[src/rtl/cfgl_pkg.sv]
package cfgl_pkg;

    localparam int DATA_W = 32;
    localparam int FREE_W = 16;

    typedef enum logic [2:0] {
        ST_IDLE     = 3'b000,
        ST_PERR     = 3'b001,
        ST_CRC      = 3'b010,
        ST_INCOMPAT = 3'b011,
        ST_PROG     = 3'b100,
        ST_OK       = 3'b101
    } ldr_status_e;

    typedef struct packed {
        ldr_status_e sts;
        logic        req;
        logic        ovf;
    } ldr_ctrl_t;

endpackage

[src/rtl/cfgl_fifo.sv]
module cfgl_fifo #(
    parameter int WIDTH = 32,
    parameter int DEPTH = 16,
    localparam int AW   = (DEPTH > 1) ? $clog2(DEPTH) : 1,
    localparam int CW   = $clog2(DEPTH + 1)
) (
    input  logic             clk,
    input  logic             rst_n,
    input  logic             push,
    input  logic [WIDTH-1:0] push_data,
    input  logic             pop,
    output logic [WIDTH-1:0] head_data,
    output logic [CW-1:0]    free_cnt,
    output logic             full,
    output logic             empty
);

    typedef struct packed {
        logic [AW-1:0] wr;
        logic [AW-1:0] rd;
        logic [CW-1:0] cnt;
    } fifo_st_t;

    fifo_st_t st_d, st_q;
    logic [WIDTH-1:0] mem_q [DEPTH];
    logic do_push, do_pop;

    assign full    = (st_q.cnt == CW'(DEPTH));
    assign empty   = (st_q.cnt == '0);
    assign do_push = push && !full;
    assign do_pop  = pop && !empty;

    always_comb begin
        st_d = st_q;
        if (do_push) begin
            st_d.wr = (st_q.wr == AW'(DEPTH - 1)) ? '0 : st_q.wr + AW'(1);
        end
        if (do_pop) begin
            st_d.rd = (st_q.rd == AW'(DEPTH - 1)) ? '0 : st_q.rd + AW'(1);
        end
        case ({do_push, do_pop})
            2'b10:   st_d.cnt = st_q.cnt + CW'(1);
            2'b01:   st_d.cnt = st_q.cnt - CW'(1);
            default: st_d.cnt = st_q.cnt;
        endcase
    end

    always_ff @(posedge clk) begin
        if (!rst_n) begin
            st_q <= '0;
        end else begin
            st_q <= st_d;
        end
    end

    always_ff @(posedge clk) begin
        if (do_push) begin
            mem_q[st_q.wr] <= push_data;
        end
    end

    assign head_data = mem_q[st_q.rd];
    assign free_cnt  = CW'(DEPTH) - st_q.cnt;

    // occupancy bounded and moves by at most one word per cycle
    a_r1_count_bound: assert property (@(posedge clk) disable iff (!rst_n)
        st_q.cnt <= CW'(DEPTH));
    a_r1_count_step: assert property (@(posedge clk) disable iff (!rst_n)
        (st_q.cnt == $past(st_q.cnt)) || (st_q.cnt == $past(st_q.cnt) + CW'(1))
        || (st_q.cnt + CW'(1) == $past(st_q.cnt)));

endmodule

[src/rtl/cfgl_ctrl.sv]
module cfgl_ctrl
    import cfgl_pkg::*;
(
    input  logic       clk,
    input  logic       rst_n,
    input  logic       req_wr,
    input  logic       ovf_evt,
    input  logic       eng_ready,
    input  logic       eng_done,
    input  logic       eng_crc_err,
    input  logic       eng_incompat,
    input  logic       eng_prog_err,
    output logic [2:0] sts,
    output logic       req,
    output logic       ovf,
    output logic       busy
);

    ldr_ctrl_t st_d, st_q;

    always_comb begin
        st_d = st_q;
        if (ovf_evt) begin
            st_d.sts = ST_PERR;
            st_d.req = 1'b0;
            st_d.ovf = 1'b1;
        end else if (st_q.sts == ST_PROG) begin
            if (eng_crc_err) begin
                st_d.sts = ST_CRC;
                st_d.req = 1'b0;
            end else if (eng_incompat) begin
                st_d.sts = ST_INCOMPAT;
                st_d.req = 1'b0;
            end else if (eng_prog_err) begin
                st_d.sts = ST_PERR;
                st_d.req = 1'b0;
            end else if (eng_done) begin
                st_d.sts = ST_OK;
                st_d.req = 1'b0;
            end
        end else if (req_wr) begin
            st_d.req = 1'b1;
            st_d.ovf = 1'b0;
            st_d.sts = eng_ready ? ST_PROG : ST_IDLE;
        end else if (st_q.req && eng_ready) begin
            st_d.sts = ST_PROG;
        end
    end

    always_ff @(posedge clk) begin
        if (!rst_n) begin
            st_q <= '{sts: ST_IDLE, req: 1'b0, ovf: 1'b0};
        end else begin
            st_q <= st_d;
        end
    end

    assign sts  = st_q.sts;
    assign req  = st_q.req;
    assign ovf  = st_q.ovf;
    assign busy = (st_q.sts == ST_PROG);

    // reserved codes never reached
    a_r3_legal_code: assert property (@(posedge clk) disable iff (!rst_n)
        (st_q.sts != 3'b110) && (st_q.sts != 3'b111));
    // leaving in-progress always drops the request
    a_r5_req_cleared: assert property (@(posedge clk) disable iff (!rst_n)
        ($past(st_q.sts) == ST_PROG) && (st_q.sts != ST_PROG) |-> !st_q.req);
    // entry into in-progress only after ready was sampled
    a_r4_entry_needs_ready: assert property (@(posedge clk) disable iff (!rst_n)
        (st_q.sts == ST_PROG) && ($past(st_q.sts) != ST_PROG) |-> $past(eng_ready));

endmodule

[src/rtl/cfg_stream_loader.sv]
module cfg_stream_loader
    import cfgl_pkg::*;
#(
    parameter int DEPTH = 16
) (
    input  logic        clk,
    input  logic        rst_n,
    input  logic        data_wr,
    input  logic [31:0] data_wdata,
    input  logic        ctrl_wr,
    input  logic [31:0] ctrl_wdata,
    output logic [31:0] ctrl_rdata,
    output logic        overflow,
    output logic        out_valid,
    output logic [31:0] out_data,
    input  logic        out_ready,
    input  logic        eng_ready,
    input  logic        eng_done,
    input  logic        eng_crc_err,
    input  logic        eng_incompat,
    input  logic        eng_prog_err
);

    localparam int CW = $clog2(DEPTH + 1);

    logic [CW-1:0] fifo_free;
    logic          fifo_full, fifo_empty;
    logic          fifo_push, fifo_pop;
    logic          req_wr, ovf_evt;
    logic [2:0]    sts;
    logic          req, busy;
    logic          unused_wbits;

    assign unused_wbits = ^ctrl_wdata[30:0];
    assign req_wr    = ctrl_wr && ctrl_wdata[31];
    assign ovf_evt   = data_wr && fifo_full;
    assign fifo_push = data_wr && !fifo_full;
    assign out_valid = busy && !fifo_empty;
    assign fifo_pop  = out_valid && out_ready;

    cfgl_fifo #(
        .WIDTH (DATA_W),
        .DEPTH (DEPTH)
    ) u_fifo (
        .clk       (clk),
        .rst_n     (rst_n),
        .push      (fifo_push),
        .push_data (data_wdata),
        .pop       (fifo_pop),
        .head_data (out_data),
        .free_cnt  (fifo_free),
        .full      (fifo_full),
        .empty     (fifo_empty)
    );

    cfgl_ctrl u_ctrl (
        .clk          (clk),
        .rst_n        (rst_n),
        .req_wr       (req_wr),
        .ovf_evt      (ovf_evt),
        .eng_ready    (eng_ready),
        .eng_done     (eng_done),
        .eng_crc_err  (eng_crc_err),
        .eng_incompat (eng_incompat),
        .eng_prog_err (eng_prog_err),
        .sts          (sts),
        .req          (req),
        .ovf          (overflow),
        .busy         (busy)
    );

    assign ctrl_rdata = {req, 10'd0, sts, eng_done, eng_ready, FREE_W'(fifo_free)};

    // a stalled stream word does not change
    a_r7_hold_word: assert property (@(posedge clk) disable iff (!rst_n)
        (out_valid && !out_ready) |=> (!out_valid || $stable(out_data)));
    // a write on a full queue aborts with a programming error
    a_r6_overflow_abort: assert property (@(posedge clk) disable iff (!rst_n)
        (data_wr && fifo_full) |=> (sts == 3'b001) && overflow && !req);

endmodule

[config.mk]
export PLATFORM = sky130hd
export DESIGN_NAME = cfg_stream_loader
export DESIGN_NICKNAME = d
export VERILOG_FILES = /design/src/rtl/cfgl_pkg.sv /design/src/rtl/cfgl_fifo.sv /design/src/rtl/cfgl_ctrl.sv /design/src/rtl/cfg_stream_loader.sv
export SDC_FILE = /design/constraint.sdc
export NUM_CORES = 1
export LEC_CHECK = 0
export BUFFER_PORTS_ARGS = -buffer_cell sky130_fd_sc_hd__buf_2
export CAP_MARGIN = 5
export CORE_ASPECT_RATIO = 2
export CORE_MARGIN = 2
export CORE_UTILIZATION = 35
export DETAILED_ROUTE_END_ITERATION = 16
export PLACE_DENSITY = 0.49
export SETUP_SLACK_MARGIN = 0.4
export SYNTH_ARGS = -nofsm -noshare
export SYNTH_HDL_FRONTEND = slang
export SYNTH_SLANG_ARGS = --single-unit
[constraint.sdc]
create_clock -name clk -period 4.3 [get_ports clk]
set_input_delay 0.86 -clock clk [delete_from_list [all_inputs] [get_ports clk]]
set_output_delay 0.86 -clock clk [all_outputs]
set_load 0.02 [all_outputs]
* After elaboration in Yosys (flattened, before gate mapping)
Memories as Yosys holds them, arrays and structs flattened. A register that Yosys moved wholly into a read port is not among the register bits. Cells that the tools add are included.
Storage, ports and cells: flip-flop bits (word level) 18, RAM bits 512, bits of input ports 74, output and inout bits 66, word-level logic and storage cells 62, memories kept 1
Operators by class: add/sub/neg operators 5, equal/unequal tests 9, multiplexer cells 18, bitwise operators 1, reduce and logical (&&, ||, !) cells 21
Memory list:
- u_fifo.mem_q | depth 16, width 32, rd ports 1, clocked after memory_dff 1, write ports 1, RTL line cfgl_fifo.sv:25 | logic [WIDTH-1:0] mem_q [DEPTH];
Operator list (number):
- 4-bit two-way mux | 9
- 3-bit two-way mux | 4
- 5-bit one-hot mux with 2 select lines | 1
- 4-bit by 1-bit adder with 4-bit output, second input constant | 2
- 4-bit equality test, second input constant | 2
- 1-bit logical AND | 8
- 2-bit AND reduction | 4
- 6-bit != test, second input constant | 1
- 2-bit nonzero test | 3
- 5-bit by 1-bit adder with 5-bit output, second input constant | 1
- 5-bit equality test, second input constant | 1
- 5-bit zero test | 1
- 5-bit != test, second input constant | 1
- 5-bit by 1-bit subtractor with 5-bit output, second input constant | 1
- 5-bit subtractor, first input constant | 1
- 4-bit nonzero test | 1
- 3-bit equality test, second input constant | 1
- 1-bit two-way mux | 3
- 3-bit nonzero test | 1
- 2-bit by 1-bit equality test with 1-bit output, second input constant | 1
- 2-bit equality test, second input constant | 1
- 1-bit zero test | 2
- 2-bit two-way mux | 1
- 2-bit != test, second input constant | 1
- 2 further kinds | 2

* Logic depth before layout (Yosys ltp)
depth after elaboration 7, depth in mapped cells 15, mapped depth without buffers 13

* Cells and area by module
A second synthesis with hierarchy kept.
Unflattened totals: cell total of the unflattened synthesis 896, area, all modules 20848.7 um^2
By module, submodules not included:
- cfgl_fifo | instances 1, cells each 837, area each 20363.3 um^2, sequential area each 15715.1 um^2
- cfgl_ctrl | instances 1, cells each 29, area each 267.8 um^2, sequential area each 100.1 um^2
- cfg_stream_loader | instances 1, cells each 30, area each 217.7 um^2, sequential area each 0.0 um^2

* Worst setup path after synthesis
Ideal clock, no wire load.
kind reg-to-reg, from register u_fifo.st_q[1] (netlist name), to memory u_fifo.mem_q[3][0] (enable), setup time 0.461 ns, arrival time 3.829 ns, required time 3.839 ns, path slack 0.010 ns, cell stages (with the launch flop) 9, path buffers 1, period minus slack after synthesis 4.290 ns, cells stage by stage dfxtp_1 -> clkbuf_1 -> inv_1 -> ha_1 -> nor3b_1 -> ha_1 -> nor2b_1 -> nand2_1 -> nor3_1
On the way: word-level cells in the longest chain between the ends 6
RTL lines:
- start: declaration | RTL line cfgl_fifo.sv:24 | fifo_st_t st_d, st_q;
- start signal: assignment | RTL line cfgl_fifo.sv:52 | st_q <= st_d;
- 5-bit equality test * | RTL line cfgl_fifo.sv:28 | assign full = (st_q.cnt == CW'(DEPTH));
- 1-bit zero test * | RTL line cfgl_fifo.sv:30, cfg_stream_loader.sv:37
- 1-bit logical AND | RTL line cfg_stream_loader.sv:37 | assign fifo_push = data_wr && !fifo_full;
- 1-bit logical AND * | RTL line cfgl_fifo.sv:30 | assign do_push = push && !full;
- 1-bit two-way mux * | RTL line cfgl_fifo.sv:57 | if (do_push) begin
- 1-bit two-way mux (not written as such) * | RTL line cfgl_fifo.sv:58 | mem_q[st_q.wr] <= push_data;
- end: declaration | RTL line cfgl_fifo.sv:25
Every way passes the cells marked *; elsewhere a longest branch is shown, timed or not.

==> run_results.csv <==
group,metric,value,unit
layout,diodes,0,
detailed_routing,drt_first_pass_iters,4,
yosys,synth_cells,890,
pwr,power,10.3,mW
yosys,synthTopCellsByCount,"edfxtp_1 (512), mux4_2 (152), buf_4 (29)",
yosys,yosysTopAreaCell,"edfxtp_1",
worst_setup_path,crit_type,"reg -> out",
grt,grt_use_total,15.7,%
layout,stdcell_count,1818,
clock_tree,cts_tree,"done",
floorplan,dieArea,61300,sq um
yosys,yosys_warnings,0,
sta,maxSlewHeadroom,36.3,%
floorplan,boundaryPins,140,
grt,antenna_found_initial,4,
grt,grt_pass1_wl,68.7,mm
clock_tree,cts_buffers,48,
worst_setup_path,crit_fanout,54,
worst_setup_path,crit_path_end_kind,"output port",
yosys,ys.flop_type,"edfxtp_1",
sta,fmax,270,MHz
grt,grt_pass1_vias,10149,
sta,tns,0,ps
job,max_cap_viol_count,0,
sta,finalClockSkew,16.5,ps
clock_tree,clk_latency,580,ps
layout,synthToLayoutAreaGrowth,14.5,%
sta,slew_viol_final,0,
layout,multiInputGateArea,4580,sq um
yosys,synth_edf_count,512,
yosys,ys_async_sr_fraction,0,%
sta,worst_slew_pin_slew,955,ps
place,place_congestion,0.677,
worst_setup_path,required,3440,ps
place,dp_hpwl,25.3,mm
place,portBuffers,87,
run_status,outcome,"finished, final reports clean",
floorplan,die-width,176,microns
yosys,syn_avg_cell_area,23.3,sq um
layout,register_area,15800,sq um
detailed_routing,avgRoutedWirePerCell,25.8,microns
pwr,peakVddDrop,278,uV
sta,whs,457,ps
place,placed_cell_area,22200,sq um
clock_tree,post_cts_buffers,1,
yosys,synth_area_leaders,"edfxtp_1 (74%), mux4_2 (17%), dfxtp_1 (2.1%), buf_4 (1.1%), mux4_1 (1.0%)",
layout,final_area,23700,sq um
detailed_routing,drtIter0Drc,735,
detailed_routing,final_antenna_net_count,0,
yosys,ys_types,42,
sta,finalSetupViolations,0,
yosys,yosysMostFrequentCell,"edfxtp_1",
detailed_routing,num_vias,9304,
layout,nNetsFinal,1099,
sta,final-hold-violation-count,0,
worst_setup_path,cp-start-kind,"flip-flop",
detailed_routing,routed_wl,46.8,mm
layout,fillCellCount,5138,
detailed_routing,routed_via_density,5.12,
clock_tree,cts_root_buf,"clkbuf_16",
yosys,ys_seq_area_share,76.3,%
clock_tree,cts.clk_slew.worst_paths,70,ps
layout,drive_above_1_share,34.3,%
detailed_routing,drc_errors,0,
sta,fin_crit_sh,86.0,%
yosys,synth-seq-cells,534,
grt,overflow,0,
floorplan,num_rows,126,
worst_setup_path,cp.arrival,2840,ps
floorplan,start_util,35.2,%
sta,rsz0062_at_grt,"false",
grt,grt_max_degree,55,
floorplan,core-area,58800,sq um
floorplan,die_y,348,microns
clock_tree,clk_path_buf_depth,3,
hold_path,hold_class,"reg -> reg",
yosys,synth_area,20700,sq um
pwr,cellLeakagePower,7.28,nW
clock_tree,cts_max_level,2,
clock_tree,cts_resized,0,
yosys,yosys.area.top_type_share,74.2,%
place,placed_cells_incl_taps,1731,
clock_tree,clock-sinks,534,
clock_tree,cts-hold-fix-buffers,0,
sta,layout_min_cycle_time,3700,ps
pwr,power_density,434,nW/um^2
==> routing by layer <==
layer | vias to the layer above | part of all wire [%] | track usage, %
met5 | - | 0.092 | 0
met4 | 6 | 2.3 | 4.71
met1 | 5070 | 40 | 19.1
met3 | 62 | 3.5 | 2.17
li1 | 3958 | - | -
met2 | 208 | 54 | 28.6
==> critical path: stages (launching register included) <==
cell and delay, ps:
dfxtp_4 740, buf_12 390, mux4_2 380, mux4_2 540
buf_2 190
==> final timing paths <==
kind,startpoint,to,slack [ps],cells past startpoint
worst min-delay path,u_ctrl.ovf,u_ctrl.ovf,460,2
worst min register to register,u_ctrl.ovf,u_ctrl.ovf,460,2
worst max-delay path,flip-flop,out_data[29],600,4
worst max register to register,u_fifo.st_q[1],u_fifo.st_q[2],1030,13
==> area by class of cell <==
cell class / instances / area share [%]
Clock inverter: 22 / 0.496
Inverter: 11 / 0.174
Multi-Input combinational cell: 299 / 19.3
Tap cell: 768 / 4.05
Sequential cell: 534 / 66.7
Clock buffer: 64 / 5.65
Timing Repair Buffer: 120 / 3.62
==> sequential cells by signal, indices dropped and copies added, names as in the netlist, named ones only <==
signal and count:
u_fifo.mem_q 512, u_fifo.st_q 13, u_ctrl.sts 3, u_ctrl.ovf 1, u_ctrl.req 1
==> through the flow <==
stage	util [%]	worst slack (ps)
after floorplan	-	865
after global placement	37.8	968
after detailed placement	37.8	955
after CTS	40.3	470
after global routing	40.3	465
final	40.3	602
==> cell usage in the layout, fill, tap and decap left out, types with 4 or more instances in the layout <==
| cell type | n |
|---|---|
| a21oi_1 | 12 |
| buf_12 | 14 |
| buf_2 | 87 |
| buf_4 | 19 |
| clkbuf_1 | 8 |
| clkbuf_16 | 49 |
| clkbuf_8 | 5 |
| clkinv_1 | 11 |
| clkinv_2 | 5 |
| conb_1 | 21 |
| dfxtp_1 | 18 |
| edfxtp_1 | 512 |
| ha_1 | 11 |
| inv_1 | 11 |
| mux4_1 | 8 |
| mux4_2 | 152 |
| nand2_1 | 20 |
| nor2_1 | 7 |
| nor2_4 | 12 |
| nor3_4 | 4 |
| o21ai_0 | 7 |
| xor2_1 | 5 |
==> kinds of logic after synthesis <==
family | count (synthesis) | share of synthesized area (%)
adder cells (fa/ha/maj) | 11 | 0.664
AO/OA/AOI/OAI | 31 | 0.888
flip-flops | 534 | 76.3
buffers and inverters | 77 | 2.57
XOR/XNOR | 7 | 0.296
multiplexers | 163 | 17.7
AND/OR/NAND/NOR | 66 | 1.53
other | 1 | 0.0181
==> power breakdown <==
part           total (mW)  internal (mW)  switching, mW
sequential           5.78           5.75         0.0272
clock                4.04           2.19           1.85
combinational       0.478          0.184          0.294
Note: power is estimated with default switching activity, not from simulation.
